### src/rtl/ddr_wr_pkg.sv
package ddr_wr_pkg;

    localparam int MAX_BEATS = 8;
    localparam int BEAT_W    = 3;
    localparam int SLOT_W    = 4;

    typedef enum logic {
        ORD_SEQ   = 1'b0,
        ORD_INTLV = 1'b1
    } burst_ord_e;

    typedef struct packed {
        logic [SLOT_W-1:0] nbeats;
        burst_ord_e        ord;
        logic [BEAT_W-1:0] start_lo;
    } burst_cfg_t;

    function automatic logic [SLOT_W-1:0] beats_of(input logic [1:0] code);
        case (code)
            2'd2:    return 4'd4;
            2'd3:    return 4'd8;
            default: return 4'd2;
        endcase
    endfunction

    function automatic logic [BEAT_W-1:0] beat_offset(input burst_cfg_t c,
                                                      input logic [BEAT_W-1:0] idx);
        logic [BEAT_W-1:0] msk;
        logic [BEAT_W-1:0] s;
        msk = BEAT_W'(c.nbeats - 4'd1);
        s   = c.start_lo & msk;
        if (c.ord == ORD_INTLV) return (s ^ idx) & msk;
        else                    return BEAT_W'(s + idx) & msk;
    endfunction

endpackage

### src/rtl/ddr_wr_bank_gate.sv
module ddr_wr_bank_gate #(
    parameter int BA_W   = 2,
    parameter int TRCD_W = 4
) (
    input  logic              clk,
    input  logic              rst,
    input  logic              act_valid,
    input  logic [BA_W-1:0]   act_bank,
    input  logic [TRCD_W-1:0] cfg_trcd,
    input  logic [BA_W-1:0]   bank_sel,
    output logic              bank_ok
);
    localparam int BANKS = 1 << BA_W;
    localparam int CNT_W = TRCD_W + 1;

    logic [BANKS-1:0] ok_vec;

    for (genvar b = 0; b < BANKS; b++) begin : g_bank
        logic             open_q;
        logic [CNT_W-1:0] cnt_q;

        always_ff @(posedge clk) begin
            if (rst) begin
                open_q <= 1'b0;
                cnt_q  <= '0;
            end else if (act_valid && act_bank == BA_W'(b)) begin
                open_q <= 1'b1;
                cnt_q  <= '0;
            end else if (open_q && cnt_q != {CNT_W{1'b1}}) begin
                cnt_q  <= cnt_q + 1'b1;
            end
        end

        assign ok_vec[b] = open_q && (cnt_q >= {cfg_trcd, 1'b0});

        // a bank just activated cannot be ready on the next cycle unless the delay is zero
        a_r8_fresh_act: assert property (@(posedge clk) disable iff (rst)
            (act_valid && act_bank == BA_W'(b) && cfg_trcd != '0) |=> !ok_vec[b]);
    end

    assign bank_ok = ok_vec[bank_sel];

endmodule

### src/rtl/ddr_wr_slot_seq.sv
module ddr_wr_slot_seq
    import ddr_wr_pkg::*;
(
    input  logic              clk,
    input  logic              rst,
    input  logic              start,
    input  logic [SLOT_W-1:0] nbeats,
    output logic              busy,
    output logic [SLOT_W-1:0] slot,
    output logic              last
);
    logic [SLOT_W-1:0] end_slot;

    assign end_slot = nbeats + 4'd3;
    assign last     = busy && (slot == end_slot);

    always_ff @(posedge clk) begin
        if (rst) begin
            busy <= 1'b0;
            slot <= '0;
        end else if (start) begin
            busy <= 1'b1;
            slot <= '0;
        end else if (busy) begin
            if (last) busy <= 1'b0;
            else      slot <= slot + 1'b1;
        end
    end

    // the final slot is followed by an idle cycle
    a_r10_idle_after_last: assert property (@(posedge clk) disable iff (rst)
        last |=> !busy);

endmodule

### src/rtl/ddr_wr_burst.sv
module ddr_wr_burst
    import ddr_wr_pkg::*;
#(
    parameter int DQ_W   = 32,
    parameter int COL_W  = 12,
    parameter int BA_W   = 2,
    parameter int TRCD_W = 4
) (
    input  logic                      clk,
    input  logic                      rst,
    input  logic [1:0]                cfg_bl,
    input  logic                      cfg_bt,
    input  logic [TRCD_W-1:0]         cfg_trcd,
    input  logic                      act_valid,
    input  logic [BA_W-1:0]           act_bank,
    input  logic                      req_valid,
    output logic                      req_ready,
    input  logic [BA_W-1:0]           req_bank,
    input  logic [COL_W-1:0]          req_col,
    input  logic [MAX_BEATS*DQ_W-1:0] req_data,
    input  logic [DQ_W-1:0]           req_mask,
    output logic                      mem_ck,
    output logic                      cmd_write,
    output logic [BA_W-1:0]           cmd_ba,
    output logic [COL_W-1:0]          cmd_addr,
    output logic                      dqs,
    output logic                      dqs_oe,
    output logic [DQ_W-1:0]           dq,
    output logic                      dq_oe,
    output logic [DQ_W/8-1:0]         dm,
    output logic                      dm_oe,
    output logic                      done
);
    localparam int DM_W = DQ_W / 8;

    logic              ph_q;
    logic              bank_ok;
    logic              accept;
    logic              busy;
    logic              last;
    logic [SLOT_W-1:0] slot;
    burst_cfg_t        cfg_q;
    logic [BA_W-1:0]   ba_q;
    logic [COL_W-1:0]  col_q;
    logic [DQ_W-1:0]   data_q [MAX_BEATS];
    logic [DM_W-1:0]   mask_q [MAX_BEATS];
    logic              in_data;
    logic [BEAT_W-1:0] beat;
    logic [BEAT_W-1:0] off;

    // half-cycle phase: 0 = first half of a memory clock
    always_ff @(posedge clk) begin
        if (rst) ph_q <= 1'b0;
        else     ph_q <= ~ph_q;
    end
    assign mem_ck = ~ph_q;

    ddr_wr_bank_gate #(.BA_W(BA_W), .TRCD_W(TRCD_W)) i_gate (
        .clk      (clk),
        .rst      (rst),
        .act_valid(act_valid),
        .act_bank (act_bank),
        .cfg_trcd (cfg_trcd),
        .bank_sel (req_bank),
        .bank_ok  (bank_ok)
    );

    assign req_ready = !busy && ph_q && bank_ok;
    assign accept    = req_valid && req_ready;

    always_ff @(posedge clk) begin
        if (rst) begin
            cfg_q <= '{nbeats: 4'd2, ord: ORD_SEQ, start_lo: '0};
            ba_q  <= '0;
            col_q <= '0;
        end else if (accept) begin
            cfg_q <= '{nbeats: beats_of(cfg_bl), ord: burst_ord_e'(cfg_bt),
                       start_lo: req_col[BEAT_W-1:0]};
            ba_q  <= req_bank;
            col_q <= req_col;
        end
    end

    for (genvar k = 0; k < MAX_BEATS; k++) begin : g_word
        always_ff @(posedge clk) begin
            if (rst) begin
                data_q[k] <= '0;
                mask_q[k] <= '0;
            end else if (accept) begin
                data_q[k] <= req_data[k*DQ_W +: DQ_W];
                mask_q[k] <= req_mask[k*DM_W +: DM_W];
            end
        end
    end

    ddr_wr_slot_seq i_seq (
        .clk   (clk),
        .rst   (rst),
        .start (accept),
        .nbeats(cfg_q.nbeats),
        .busy  (busy),
        .slot  (slot),
        .last  (last)
    );

    assign cmd_write = busy && (slot < 4'd2);
    assign cmd_ba    = cmd_write ? ba_q  : '0;
    assign cmd_addr  = cmd_write ? col_q : '0;

    assign in_data = busy && (slot >= 4'd2) && (slot <= cfg_q.nbeats + 4'd1);
    assign beat    = BEAT_W'(slot - 4'd2);
    assign off     = beat_offset(cfg_q, beat);

    assign dqs_oe = busy && (slot <= cfg_q.nbeats + 4'd2);
    assign dqs    = in_data && !slot[0];
    assign dq_oe  = in_data;
    assign dm_oe  = in_data;
    assign dq     = in_data ? data_q[off] : '0;
    assign dm     = in_data ? mask_q[off] : '0;
    assign done   = last;

    // an accepted request shows the command on the next cycle
    a_r1_cmd_follows: assert property (@(posedge clk) disable iff (rst)
        accept |=> (cmd_write && mem_ck));
    // strobe rises only out of a driven low preamble
    a_r4_preamble: assert property (@(posedge clk) disable iff (rst)
        $rose(dqs) |-> $past(dqs_oe));
    // strobe is released only after a low postamble
    a_r4_postamble: assert property (@(posedge clk) disable iff (rst)
        $fell(dqs_oe) |-> !$past(dqs));
    // data starts two cycles after the command began
    a_r3_latency: assert property (@(posedge clk) disable iff (rst)
        $rose(dq_oe) |-> ($past(cmd_write) && $past(cmd_write, 2)));
    // data is only driven inside the strobe window
    a_r5_dq_in_window: assert property (@(posedge clk) disable iff (rst)
        dq_oe |-> dqs_oe);
    // done is a single pulse with the bus released
    a_r10_done_pulse: assert property (@(posedge clk) disable iff (rst)
        done |-> (!dqs_oe && !req_ready) ##1 !done);

endmodule

### config.mk
export PLATFORM = sky130hd
export DESIGN_NAME = ddr_wr_burst
export DESIGN_NICKNAME = d
export VERILOG_FILES = /design/src/rtl/ddr_wr_pkg.sv /design/src/rtl/ddr_wr_bank_gate.sv /design/src/rtl/ddr_wr_slot_seq.sv /design/src/rtl/ddr_wr_burst.sv
export SDC_FILE = /design/constraint.sdc
export NUM_CORES = 1
export LEC_CHECK = 0
export ABC_AREA = 1
export BUFFER_PORTS_ARGS = -buffer_cell sky130_fd_sc_hd__clkbuf_2
export CORE_MARGIN = 2
export CORE_UTILIZATION = 51
export CTS_BUF_LIST = sky130_fd_sc_hd__clkbuf_8
export DETAILED_ROUTE_END_ITERATION = 10
export GPL_ROUTABILITY_DRIVEN = 1
export PLACE_DENSITY = 0.87
export SLEW_MARGIN = 30
export SYNTH_ARGS = -nofsm -noshare
export SYNTH_HDL_FRONTEND = slang
export SYNTH_SLANG_ARGS = --single-unit
### constraint.sdc
create_clock -name clk -period 10.6 [get_ports clk]
set_input_delay 2.12 -clock clk [delete_from_list [all_inputs] [get_ports clk]]
set_output_delay 2.12 -clock clk [all_outputs]
set_load 0.1 [all_outputs]
### Word level (Yosys, flattened, before mapping)

Memories as Yosys holds them, arrays and structs flattened.
Index checks and enable logic that the tools add are counted.

| storage, ports and cells | value |
|---|---|
| flip-flop bits (word level) | 52 |
| bits in latches | 0 |
| bits in writable memories | 288 |
| ROM bits | 0 |
| input bits | 315 |
| logic and storage cells | 132 |
| memories | 2 |

| cells by class | value |
|---|---|
| $add $sub $neg | 11 |
| $mul | 0 |
| divide/modulo/power cells | 0 |
| magnitude comparators | 9 |
| equality and inequality tests | 10 |
| shifts and indexed selects | 0 |
| muxes and demuxes | 32 |
| bitwise gates (word level) | 22 |
| reduce and logical (&&, ||, !) cells | 30 |

Memory list:

| name | depth | width | read ports | clocked after Yosys merged registers in | wr ports | RTL line | RTL |
|---|---|---|---|---|---|---|---|
| data_q | 8 | 32 | 1 | 0 | 8 | ddr_wr_burst.sv:45 | `logic [DQ_W-1:0] data_q [MAX_BEATS];` |
| mask_q | 8 | 4 | 1 | 0 | 8 | ddr_wr_burst.sv:46 | `logic [DM_W-1:0] mask_q [MAX_BEATS];` |

Operators with widths:

| operator | number |
|---|---|
| 32-bit 2-to-1 mux | 9 |
| 4-bit 2-to-1 mux | 9 |
| 1-bit logical AND | 21 |
| 5-bit by 1-bit adder with 5-bit output (second input constant) | 4 |
| 5-bit >= comparator | 4 |
| 5-bit inequality test (second input constant) | 4 |
| 1-bit OR | 16 |
| 12-bit 2-to-1 mux | 1 |
| 2-bit OR reduction | 5 |
| 3-bit AND | 3 |
| 1-bit 2-to-1 mux | 9 |
| 4-bit by 1-bit adder with 4-bit output (second input constant) | 2 |
| 4-bit by 2-bit adder with 4-bit output (second input constant) | 2 |
| 2-bit == test (second input constant) | 4 |
| 4-bit <= comparator | 2 |
| 4-bit one-hot mux with 2 select lines | 1 |
| 4-bit == test | 1 |
| 4-bit by 2-bit >= comparator with 1-bit output (second input constant) | 1 |
| 4-bit by 2-bit less-than comparator with 1-bit output (second input constant) | 1 |
| 3-bit adder | 1 |
| 2-bit by 3-bit less-than comparator with 1-bit output (second input constant) | 1 |
| 3-bit 2-to-1 mux | 1 |
| 3-bit by 1-bit subtractor with 3-bit output (second input constant) | 1 |
| 3-bit by 2-bit subtractor with 3-bit output (second input constant) | 1 |
| other kinds (8) | 10 |

### Depth between registers and ports, before layout

Gate-level depths: netlist of run 1.

| logic depth | value |
|---|---|
| depth in word-level cells | 10 |
| depth in mapped cells | 15 |
| gate-level depth less buffers | 13 |

### Cells and area by module

From an unflattened synthesis of run 1, not the netlist that was laid out.

| unflattened totals | value |
|---|---|
| cell total of the unflattened synthesis | 2277 |
| area total of the unflattened synthesis | 19610.1 um^2 |

By module, submodules not included:

| module | times used | cells an instance | area each (um^2) |
|---|---|---|---|
| ddr_wr_burst | 1 | 1982 | 17590.6 |
| ddr_wr_bank_gate | 1 | 236 | 1652.8 |
| ddr_wr_slot_seq | 1 | 59 | 366.6 |

### Least setup slack after synthesis of run 1

No wires, ideal clock.

| path | value |
|---|---|
| kind | input port to flip-flop |
| from | in cfg_trcd[3] |
| to | mem data_q[0][0], enable pin |
| setup time | 0.666 ns |
| arrival time | 9.350 ns |
| required time | 9.934 ns |
| slack | 0.584 ns |
| stages on the path | 11 |
| path buffers | 1 |
| cell sequence | inv_1 ha_1 nand2_1 nor2_1 nand2_1 nand3_1 nand2_1 nand3_1 nand4_1 buf_2 nand2_1 |

RTL lines:

| element | RTL line | RTL |
|---|---|---|
| start, declared | ddr_wr_burst.sv:13 | `input logic [TRCD_W-1:0] cfg_trcd,` |
| end, declared | ddr_wr_burst.sv:45 |  |

### Worst setup path after layout of run 1

| path | value |
|---|---|
| from | reg i_seq.slot[0] |
| to | out dq[0] |

| between the ends | value |
|---|---|
| word-level cells in the longest chain between the ends | 6 |
| elaborated cells between the ends (all ways) | 12 |
| classes of those cells | add/sub (2); order compare (2); mux (2); bitwise (3); reduce/logical (2); memory (1) |

RTL lines:

| element | RTL line | RTL |
|---|---|---|
| start, declared | ddr_wr_slot_seq.sv:9 | `output logic [SLOT_W-1:0] slot,` |
| start signal, assigned | ddr_wr_slot_seq.sv:26 | `else slot <= slot + 1'b1;` |
| 3-bit by 2-bit subtractor with 3-bit output | ddr_wr_burst.sv:111 | `assign beat = BEAT_W'(slot - 4'd2);` |
| 3-bit adder / 3-bit bitwise XOR (equally long branches) | ddr_wr_pkg.sv:33, ddr_wr_pkg.sv:32 |  |
| 3-bit AND, on equally long branches | ddr_wr_pkg.sv:33, ddr_wr_pkg.sv:32 |  |
| 3-bit 2-to-1 mux | ddr_wr_pkg.sv:32 | `if (c.ord == ORD_INTLV) return (s ^ idx) & msk;` |
| memory read 8 x 32 bit | n/a |  |
| 32-bit 2-to-1 mux * | ddr_wr_burst.sv:118 | `assign dq = in_data ? data_q[off] : '0;` |
| end, declared | ddr_wr_burst.sv:28 | `output logic [DQ_W-1:0] dq,` |

Every way passes the cells marked *; elsewhere a longest branch is shown, timed or not.

==> impl_metrics.json, run 1 <==
{
  "yosys_warnings": 0,
  "clock.fmax_mhz": 150.1,
  "die_w_um": 184.6,
  "startpoint_type": "flop",
  "initial_core_util": 0.5141,
  "hold_ws_ns": 0.4170,
  "synth_top_cell_by_area": "edfxtp_1",
  "finalSetupViolCount": 0,
  "post_cts_resized": 0,
  "overflow": 0,
  "synth-edff-count": 288,
  "maxCapViolations": 0,
  "rows": 66,
  "p_sw_uw": 705.5,
  "dieHeight_um": 184.6,
  "max_slew_margin": 0.3571,
  "drive_gt1_frac": 0.2051,
  "track_usage": 0.2545,
  "rsz0062_at_grt": "no",
  "p_leak_uw": 0.009870,
  "routed_wl_um": 44060,
  "cts_hold_buf": 0,
  "critPathArrivalTime_ns": 4.54,
  "ys_types": 32,
  "synthTopCellsByArea": "edfxtp_1 (52%), nor2_1 (14%), inv_1 (8.4%)",
  "yosysTopAreaCellShare": 0.5197,
  "fin_skew_ns": 0.03374,
  "finalNonFillerCells": 2749,
  "dpl.hpwl_um": 29110,
  "peakVddDrop_mv": 0.09119,
  "die_area_um2": 34090,
  "root_buffer": "clkbuf_8",
  "ys_ff_latch": 336,
  "finalCritPeriodShare": 0.6285,
  "yosysSeqAreaShare": 0.5774,
  "post_drt_wl_per_cell_um": 16.03,
  "area_delta_synth_final_pct": 18.97,
  "port_buffers": 372,
  "seq_power_share": 0.518,
  "drv_slew": 0,
  "fillCellCount": 2666,
  "criticalPathCategory": "reg2out",
  "combPwrFrac": 0.088,
  "antenna_found_initial": 1,
  "synth_area_um2": 16640,
  "finalSetupTns_ns": 0,
  "dr.pass1.iters": 5,
  "async_reset_ff_frac": 0,
  "synth_nets": 2276,
  "fin_crit_ns": 6.662,
  "viasPerCell": 5.136,
  "intPower_uw": 2203,
  "core_area_um2": 32370,
  "htreeDepth": 2,
  "hold_viol": 0,
  "power.share.clock": 0.393,
  "drt_iter0_drc": 1010,
  "grt_pass1_vias": 13715,
  "cts_sinks": 336,
  "antenna_left": 0,
  "ys.flop_type": "edfxtp_1",
  "outcome": "completed",
  "end_kind": "output pin",
  "synth_area_per_cell_um2": 8.649,
  "cts_setup_buffers": 0,
  "routabilityCongestion": 0.9277,
  "drc": 0,
  "cellPowerDensity_nw_per_um2": 146.9,
  "swShare": 0.2426,
  "tightest_slew_ns": 0.9629,
  "ios": 373,
  "clkSlewWorstSetupHoldPaths_ns": 0.06,
  "min_path_type": "reg2reg",
  "grt_max_degree": 197,
  "clk_latency_ns": 0.62,
  "fin_nets": 2617,
  "vias": 14118,
  "synthCells": 1924,
  "post-place-cells": 2647,
  "cts_buffers": 57,
  "crit_fanout": 85,
  "clock_path_buffers": 3,
  "required_ns": 8.48,
  "cts_tree": "built",
  "grt_pass1_wl_um": 67550
}
## critical path, stage by stage (launching register included)
cell      delay [ns]
dfxtp_1         0.50
ha_4            0.43
inv_4           0.73
buf_4           0.69
nor2_1          0.07
o21ai_0         0.22
a21oi_1         0.14
nor3_1          0.46
clkbuf_2        0.55
## stage by stage
step	power, uW	util	cell area (um^2)	worst slack, ns
6_report	2908	0.6116	19800	3.938
5_1_grt	3013	0.6115	19800	3.712
4_1_cts	2921	0.6104	19760	3.940
3_5_place_dp	1789	0.5768	18670	4.400
3_3_place_gp	1780	0.5765	18660	4.439
2_1_floorplan	1692	-	16640	0.5837
## path summary, 6_finish.rpt
path                                   from       endpoint  slack, ns  cells past startpoint
hold reg to reg                        ph_q           ph_q       0.42                      1
setup reg to reg  i_gate.g_bank[0].cnt_q[1]  data_q[3][14]       6.95                     12
setup / recovery              i_seq.slot[0]          dq[0]       3.94                      8
hold / removal                         ph_q           ph_q       0.42                      1
## flip-flops by register name, summed over array words and instances, names as in the netlist
name	cells
data_q	256
mask_q	32
i_gate.g_bank.cnt_q	20
col_q	10
cfg_q	6
i_gate.g_bank.open_q	4
i_seq.slot	4
ba_q	2
i_seq.busy	1
ph_q	1
## cell usage in the layout (no fill, tap or decap), types with 2 or more instances in the layout
| master | instances |
|---|---|
| clkinv_1 | 15 |
| o21ai_0 | 152 |
| edfxtp_1 | 288 |
| inv_1 | 384 |
| clkbuf_8 | 57 |
| o21bai_1 | 2 |
| bufinv_16 | 5 |
| buf_6 | 4 |
| nand3_1 | 36 |
| nand4_1 | 20 |
| nor3_1 | 54 |
| dfxtp_1 | 48 |
| ha_1 | 35 |
| nor2_1 | 632 |
| nand3_2 | 2 |
| a21oi_1 | 86 |
| or2_2 | 3 |
| clkinv_2 | 10 |
| mux2_2 | 4 |
| buf_4 | 5 |
| clkbuf_2 | 372 |
| inv_4 | 2 |
| inv_2 | 2 |
| xnor2_1 | 6 |
| nor3b_1 | 3 |
| nand2_1 | 66 |
| xor2_1 | 2 |
## synth_stat cells, types with 4 or more instances
cell,n
xnor2_1,6
nand4_1,20
nand3_1,37
nor2_1,632
clkbuf_1,51
nand2_1,67
nor3_1,54
ha_1,36
buf_2,12
buf_4,13
o21ai_0,152
inv_1,372
edfxtp_1,288
dfxtp_1,48
mux2_2,4
a21oi_1,86
buf_6,10
buf_1,15
## cell type report
type / count / area (um^2) / area share
diodes: 1 / 2.502 / 0.0001264
clock buffers: 57 / 784.5 / 0.03963
clock inverters: 43 / 305.3 / 0.01542
inverters: 375 / 1413 / 0.07135
multi-input cells: 1112 / 5139 / 0.2596
flip-flops and latches: 336 / 9609 / 0.4854
well taps: 442 / 553.0 / 0.02793
repair buffers: 383 / 1992 / 0.1006
## cells by family after synthesis
group | synth area share
buffers and inverters | 0.1157
adders and majority gates | 0.02827
DFF | 0.5774
and+or+nand+nor | 0.1982
xor gates and xnor gates | 0.004211
muxes | 0.002707
AOI/OAI and AO/OA | 0.07346
## metal layers
metal  GRT usage  part of all wire  vias up  wire (um)
met5           0           0.00025        -         11
met4      0.1213             0.041        2       1796
met3     0.04070             0.072      127       3183
met2      0.4445              0.50      658      22190
met1      0.3081              0.38     6584      16880
li1            -                 -     6747          -
## power groups by stage
stage	combinational (uW)	sequential, uW	clock (uW)
floorplan	143	1550	0
global placement	247	1530	0
detailed placement	253	1540	0
CTS	256	1510	1160
global route	286	1510	1210
finish	256	1510	1140
Power figures use the tool's default switching activity.
==> run 2, diff against run 1 <==
==> constraint.sdc (replaced) <==
create_clock -name clk -period 5.9 [get_ports clk]
set_input_delay 1.18 -clock clk [delete_from_list [all_inputs] [get_ports clk]]
set_output_delay 1.18 -clock clk [all_outputs]
set_load 0.1 [all_outputs]
==> run 2 against run 1 <==
Power is 75% higher. Hold slack worse by 0.0049 ns. Utilization is 0.073 points higher. Global-route usage is 0.44 points higher. Via count is 0.16% lower. Critical path type unchanged. Highest routed layer is now met4. Cell count is 0.33% higher.
==> impl_metrics.json, run 2 (same netlist as run 1, synthesis figures left out) <==
{
  "ios": 373,
  "tightest_slew_ns": 0.9346,
  "grt_pass1_wl_um": 68980,
  "hold_ws_ns": 0.4122,
  "final_cell_area_um2": 19820,
  "clock.fmax_mhz": 182.3,
  "final_cell_mix": "nor2_1 (632), inv_1 (388), clkbuf_2 (372)",
  "finalSetupTns_ns": 0,
  "drive_gt1_frac": 0.2063,
  "cts_hold_buf": 0,
  "cts_sinks": 336,
  "fillCellCount": 2670,
  "antenna_found_initial": 4,
  "drv_slew": 0,
  "core_area_um2": 32370,
  "post_cts_resized": 0,
  "end_kind": "output pin",
  "criticalPathCategory": "reg2out",
  "fin_crit_ns": 5.487,
  "overflow": 0,
  "critPathArrivalTime_ns": 4.31,
  "p_leak_uw": 0.009888,
  "crit_fanout": 36,
  "drc": 0,
  "peakVddDrop_mv": 0.1667,
  "max_slew_margin": 0.3760,
  "multi_input_area_um2": 5147,
  "startpoint_type": "flop",
  "routed_wl_um": 44670,
  "vias": 14095,
  "finalSetupViolCount": 0,
  "antenna_left": 0,
  "grt_pass1_vias": 14076,
  "initial_core_util": 0.5141,
  "worstRegToRegCells": 13,
  "htreeDepth": 2,
  "grt_max_degree": 152,
  "r2r-end": "data_q[7][21]",
  "cts_setup_buffers": 0,
  "min_path_type": "reg2reg",
  "placed_area_um2": 18800,
  "area_delta_synth_final_pct": 19.11,
  "die_area_um2": 34090,
  "dieHeight_um": 184.6,
  "maxCapViolations": 0,
  "regArea_um2": 9609,
  "dpl.hpwl_um": 30630,
  "outcome": "completed",
  "regMostFlops": "data_q",
  "rows": 66,
  "port_buffers": 372,
  "layout_commonest_cell": "nor2_1",
  "rsz0062_at_grt": "no",
  "hold_viol": 0,
  "cts_tree": "built",
  "drt_iter0_drc": 1167,
  "clkSlewWorstSetupHoldPaths_ns": 0.06,
  "fin_skew_ns": 0.02088,
  "post_drt_wl_per_cell_um": 16.20,
  "total_power_uw": 5085,
  "required_ns": 4.72,
  "fin_nets": 2623,
  "cts_buffers": 55,
  "clock_path_buffers": 3,
  "whs_path_depth": 1,
  "hold_start": "ph_q",
  "cellPowerDensity_nw_per_um2": 256.5,
  "hold_end": "ph_q",
  "root_buffer": "clkbuf_8",
  "top_regs": "data_q x256, mask_q x32, i_gate.g_bank.cnt_q x20",
  "routabilityCongestion": 0.8735,
  "track_usage": 0.2589,
  "clk_latency_ns": 0.59,
  "dr.pass1.iters": 7,
  "finalCritPeriodShare": 0.9299,
  "viasPerCell": 5.111,
  "die_w_um": 184.6,
  "r2r_slack_ns": 2.85,
  "largest_reg_flops": 256,
  "worst_r2r_startpoint": "i_gate.g_bank[0].cnt_q[1]"
}
run 2: layout make-up:
cell class	count	area share
timing repair buffer	391	0.1049
clock buffer	56	0.03888
antenna	4	0.0005050
inverter	375	0.07120
sequential	336	0.4848
tap	442	0.02790
clock inverter	42	0.01212
multi-input combinational	1112	0.2597
run 2: per-stage QoR:
stage | std cells | worst slack [ns] | util
finish | 2758 | 0.4135 | 0.6123
global route | 2757 | 0.2269 | 0.6122
CTS | 2754 | 0.4799 | 0.6120
detailed placement | 2656 | 1.137 | 0.5807
global placement | 2656 | 1.235 | 0.5807
floorplan | 1924 | 0.8646 | -
run 2: worst max path at each step:
stage,from,endpoint,slack (ns),cells past startpoint
floorplan,i_seq.slot[0],dm[0],0.86,10
global placement,i_seq.slot[0],dq[0],1.24,8
detailed placement,i_seq.slot[1],dq[0],1.14,8
CTS,i_seq.slot[1],dq[0],0.48,8
global route,i_seq.slot[1],dq[0],0.23,8
finish,i_seq.slot[1],dq[0],0.41,8
run 2: power breakdown:
group	internal (uW)	total, uW	leakage (uW)	switching [uW]
registers	2680	2710	0.00338	32.7
clock network	974	1910	0.000585	932
logic	170	470	0.00592	300
run 2: critical path, cell delays in order, from the launching register on:
cell	delay [ns]
dfxtp_1	0.44
inv_1	0.15
fa_1	0.48
nand3_1	0.12
nand3_2	0.46
inv_2	0.91
a21oi_1	0.11
nor3_1	0.47
clkbuf_2	0.56
run 2: per-layer routing:
metal	track usage	wire (um)	up-vias
li1	-	-	6764
met1	0.3070	16870	6483
met2	0.4526	22370	704
met3	0.04228	3372	144
met4	0.1365	2056	0
met5	0	0	-
==> run 3, diff against run 2 <==
--- a/config.mk
+++ b/config.mk
@@ -8,7 +8,7 @@
 export ABC_AREA = 1
 export BUFFER_PORTS_ARGS = -buffer_cell sky130_fd_sc_hd__clkbuf_2
 export CORE_MARGIN = 2
-export CORE_UTILIZATION = 51
+export CORE_UTILIZATION = 52
 export CTS_BUF_LIST = sky130_fd_sc_hd__clkbuf_8
 export DETAILED_ROUTE_END_ITERATION = 10
 export GPL_ROUTABILITY_DRIVEN = 1
@@ -16,4 +16,5 @@
 export SLEW_MARGIN = 30
 export SYNTH_ARGS = -nofsm -noshare
 export SYNTH_HDL_FRONTEND = slang
+export SYNTH_HIERARCHICAL = 1
 export SYNTH_SLANG_ARGS = --single-unit
==> run 3 against run 2 <==
Clock skew rose by 0.0066 ns. Global-route usage down 1.4 points. Area after synthesis increased by 18%. Count of clock-buffer cells in the layout rose by 6. Sequential share of layout area decreased by 6.1 points.
==> impl_metrics.json, run 3 <==
{
  "required_ns": 4.72,
  "synth_area_per_cell_um2": 8.612,
  "core_area_um2": 37400,
  "tightest_slew_ns": 0.9914,
  "vias": 15455,
  "whs_path_depth": 1,
  "dieHeight_um": 198.2,
  "ys.flop_type": "edfxtp_1",
  "layout_commonest_cell": "nand2_1",
  "fin_nets": 2984,
  "htreeDepth": 2,
  "cts_buffers": 57,
  "routed_wl_um": 48200,
  "die_w_um": 198.2,
  "yosysSeqAreaShare": 0.4900,
  "largest_reg_flops": 256,
  "grt_pass1_vias": 14852,
  "top_regs": "data_q x256, mask_q x32, i_gate/g_bank.cnt_q x20",
  "drc": 0,
  "fin_crit_ns": 5.235,
  "fin_skew_ns": 0.02752,
  "root_buffer": "clkbuf_8",
  "startpoint_type": "flop",
  "ys_ff_latch": 336,
  "ys_types": 41,
  "synth-edff-count": 288,
  "final_cell_mix": "nand2_1 (679), inv_1 (510), clkbuf_2 (372)",
  "synth_area_um2": 19610,
  "routabilityCongestion": 0.9189,
  "rsz0062_at_grt": "no",
  "grt_pass1_wl_um": 75030,
  "cts_setup_buffers": 0,
  "synthCells": 2277,
  "grt_max_degree": 123,
  "peakVddDrop_mv": 0.1427,
  "yosys_warnings": 6,
  "finalCritPeriodShare": 0.8873,
  "antenna_left": 0,
  "area_delta_synth_final_pct": 15.74,
  "track_usage": 0.2453,
  "clkSlewWorstSetupHoldPaths_ns": 0.06,
  "dpl.hpwl_um": 33800,
  "synth_top_cell_by_area": "edfxtp_1",
  "rows": 71,
  "critPathArrivalTime_ns": 4.05,
  "synth_common_cells": "nand2_1 (680), inv_1 (491), edfxtp_1 (288)",
  "end_kind": "output pin",
  "clk_latency_ns": 0.63,
  "finalSetupViolCount": 0,
  "crit_fanout": 61,
  "clock.fmax_mhz": 191.0,
  "drv_slew": 0,
  "cts_hold_buf": 0,
  "die_area_um2": 39280,
  "async_reset_ff_frac": 0,
  "initial_core_util": 0.5243,
  "clock_path_buffers": 3,
  "synthTopCellsByArea": "edfxtp_1 (44%), nand2_1 (13%), nor2_4 (12%)",
  "cts_sinks": 336,
  "finalSetupTns_ns": 0,
  "maxCapViolations": 0,
  "min_path_type": "reg2reg",
  "drive_gt1_frac": 0.2593,
  "hold_ws_ns": 0.4641,
  "hold_viol": 0,
  "viasPerCell": 4.849,
  "port_buffers": 372,
  "diodes": 0,
  "drt_iter0_drc": 1105,
  "yosysTopAreaCellShare": 0.4410,
  "post_cts_resized": 0,
  "ios": 373,
  "worstRegToRegCells": 17,
  "p_leak_uw": 0.01134,
  "outcome": "completed",
  "overflow": 0,
  "post_drt_wl_per_cell_um": 15.12,
  "antenna_found_initial": 0,
  "dr.pass1.iters": 6,
  "cellPowerDensity_nw_per_um2": 221.1,
  "regMostFlops": "data_q",
  "cts_tree": "built",
  "yosysMostFrequentCell": "nand2_1",
  "criticalPathCategory": "reg2out",
  "max_slew_margin": 0.3391
}
[run 3: cell types whose count changed in the layout (fill, tap and decap cells not counted), sizes merged, moves of 42 or more]
cell   change
nand2    +617
nor2     -222
inv      +120
o21ai     -92
a21oi     -66
nand3     +58
nor3      -42
[run 3: cell families (layout without fill, tap and decap cells)]
| family | count (synthesis) | in the layout | share of synthesized area |
|---|---|---|---|
| fa+ha+maj | 37 | 37 | 0.02399 |
| mux | 1 | 1 | 0.0005742 |
| simple gates | 1214 | 1214 | 0.3219 |
| other cells | 1 | 3 | 0.0001912 |
| flops | 336 | 336 | 0.4900 |
| buf+inv | 595 | 992 | 0.1370 |
| xor+xnor | 9 | 9 | 0.004019 |
| compound gates | 84 | 84 | 0.02233 |
[run 3: final cells by class]
type	count	area, um^2
clock buffers	62	853.3
clock inverters	41	201.4
fillers	3028	14700
inverters	495	1881
multi-input cells	1348	7378
flip-flops and latches	336	9609
well taps	511	639.4
repair buffers	394	2135
[run 3: path summary, 6_finish.rpt]
path,endpoint,startpoint,slack (ns)
max reg2reg,data_q[4][11],i_gate/g_bank[3].cnt_q[1],2.59
min reg2reg,ph_q,ph_q,0.46
min,ph_q,ph_q,0.46
max,dq[2],i_seq/slot[0],0.67
[run 3: worst max-delay path, stage by stage, from the launching register on]
cell and delay [ns]:
dfxtp_1 0.51, ha_4 0.18, inv_1 0.05, fa_1 0.52, nand2_1 0.14, nand3_4 0.65, buf_4 0.48, nand2_1 0.08
nand2_1 0.06, nand2_1 0.05, nand2_1 0.05, nor2_1 0.14, clkbuf_2 0.50
[run 3: power by group]
part / switching, uW / total [uW] / internal [uW]
Clock: 955 / 1960 / 1010
Sequential: 23.2 / 2670 / 2650
Combinational: 246 / 388 / 142
Total: 1220 / 5020 / 3790
[run 3: stage by stage]
stage | instance area, um^2 | std cells | power [uW] | util | setup slack (ns)
floorplan | 19620 | 2279 | 2923 | - | 0.5762
global placement | 21600 | 3083 | 3092 | 0.5776 | 1.284
detailed placement | 21610 | 3083 | 3105 | 0.5777 | 1.248
CTS | 22660 | 3186 | 5055 | 0.6059 | 0.5613
global route | 22700 | 3187 | 5196 | 0.6069 | 0.3819
finish | 22700 | 3187 | 5018 | 0.6069 | 0.6652
[run 3: metal layers]
| metal | vias up | wire length, um | GRT usage |
|---|---|---|---|
| met5 | - | 0 | 0 |
| met4 | 0 | 2237 | 0.1253 |
| met3 | 151 | 3807 | 0.04326 |
| li1 | 7527 | - | - |
| met2 | 702 | 22400 | 0.3875 |
| met1 | 7075 | 19750 | 0.3248 |
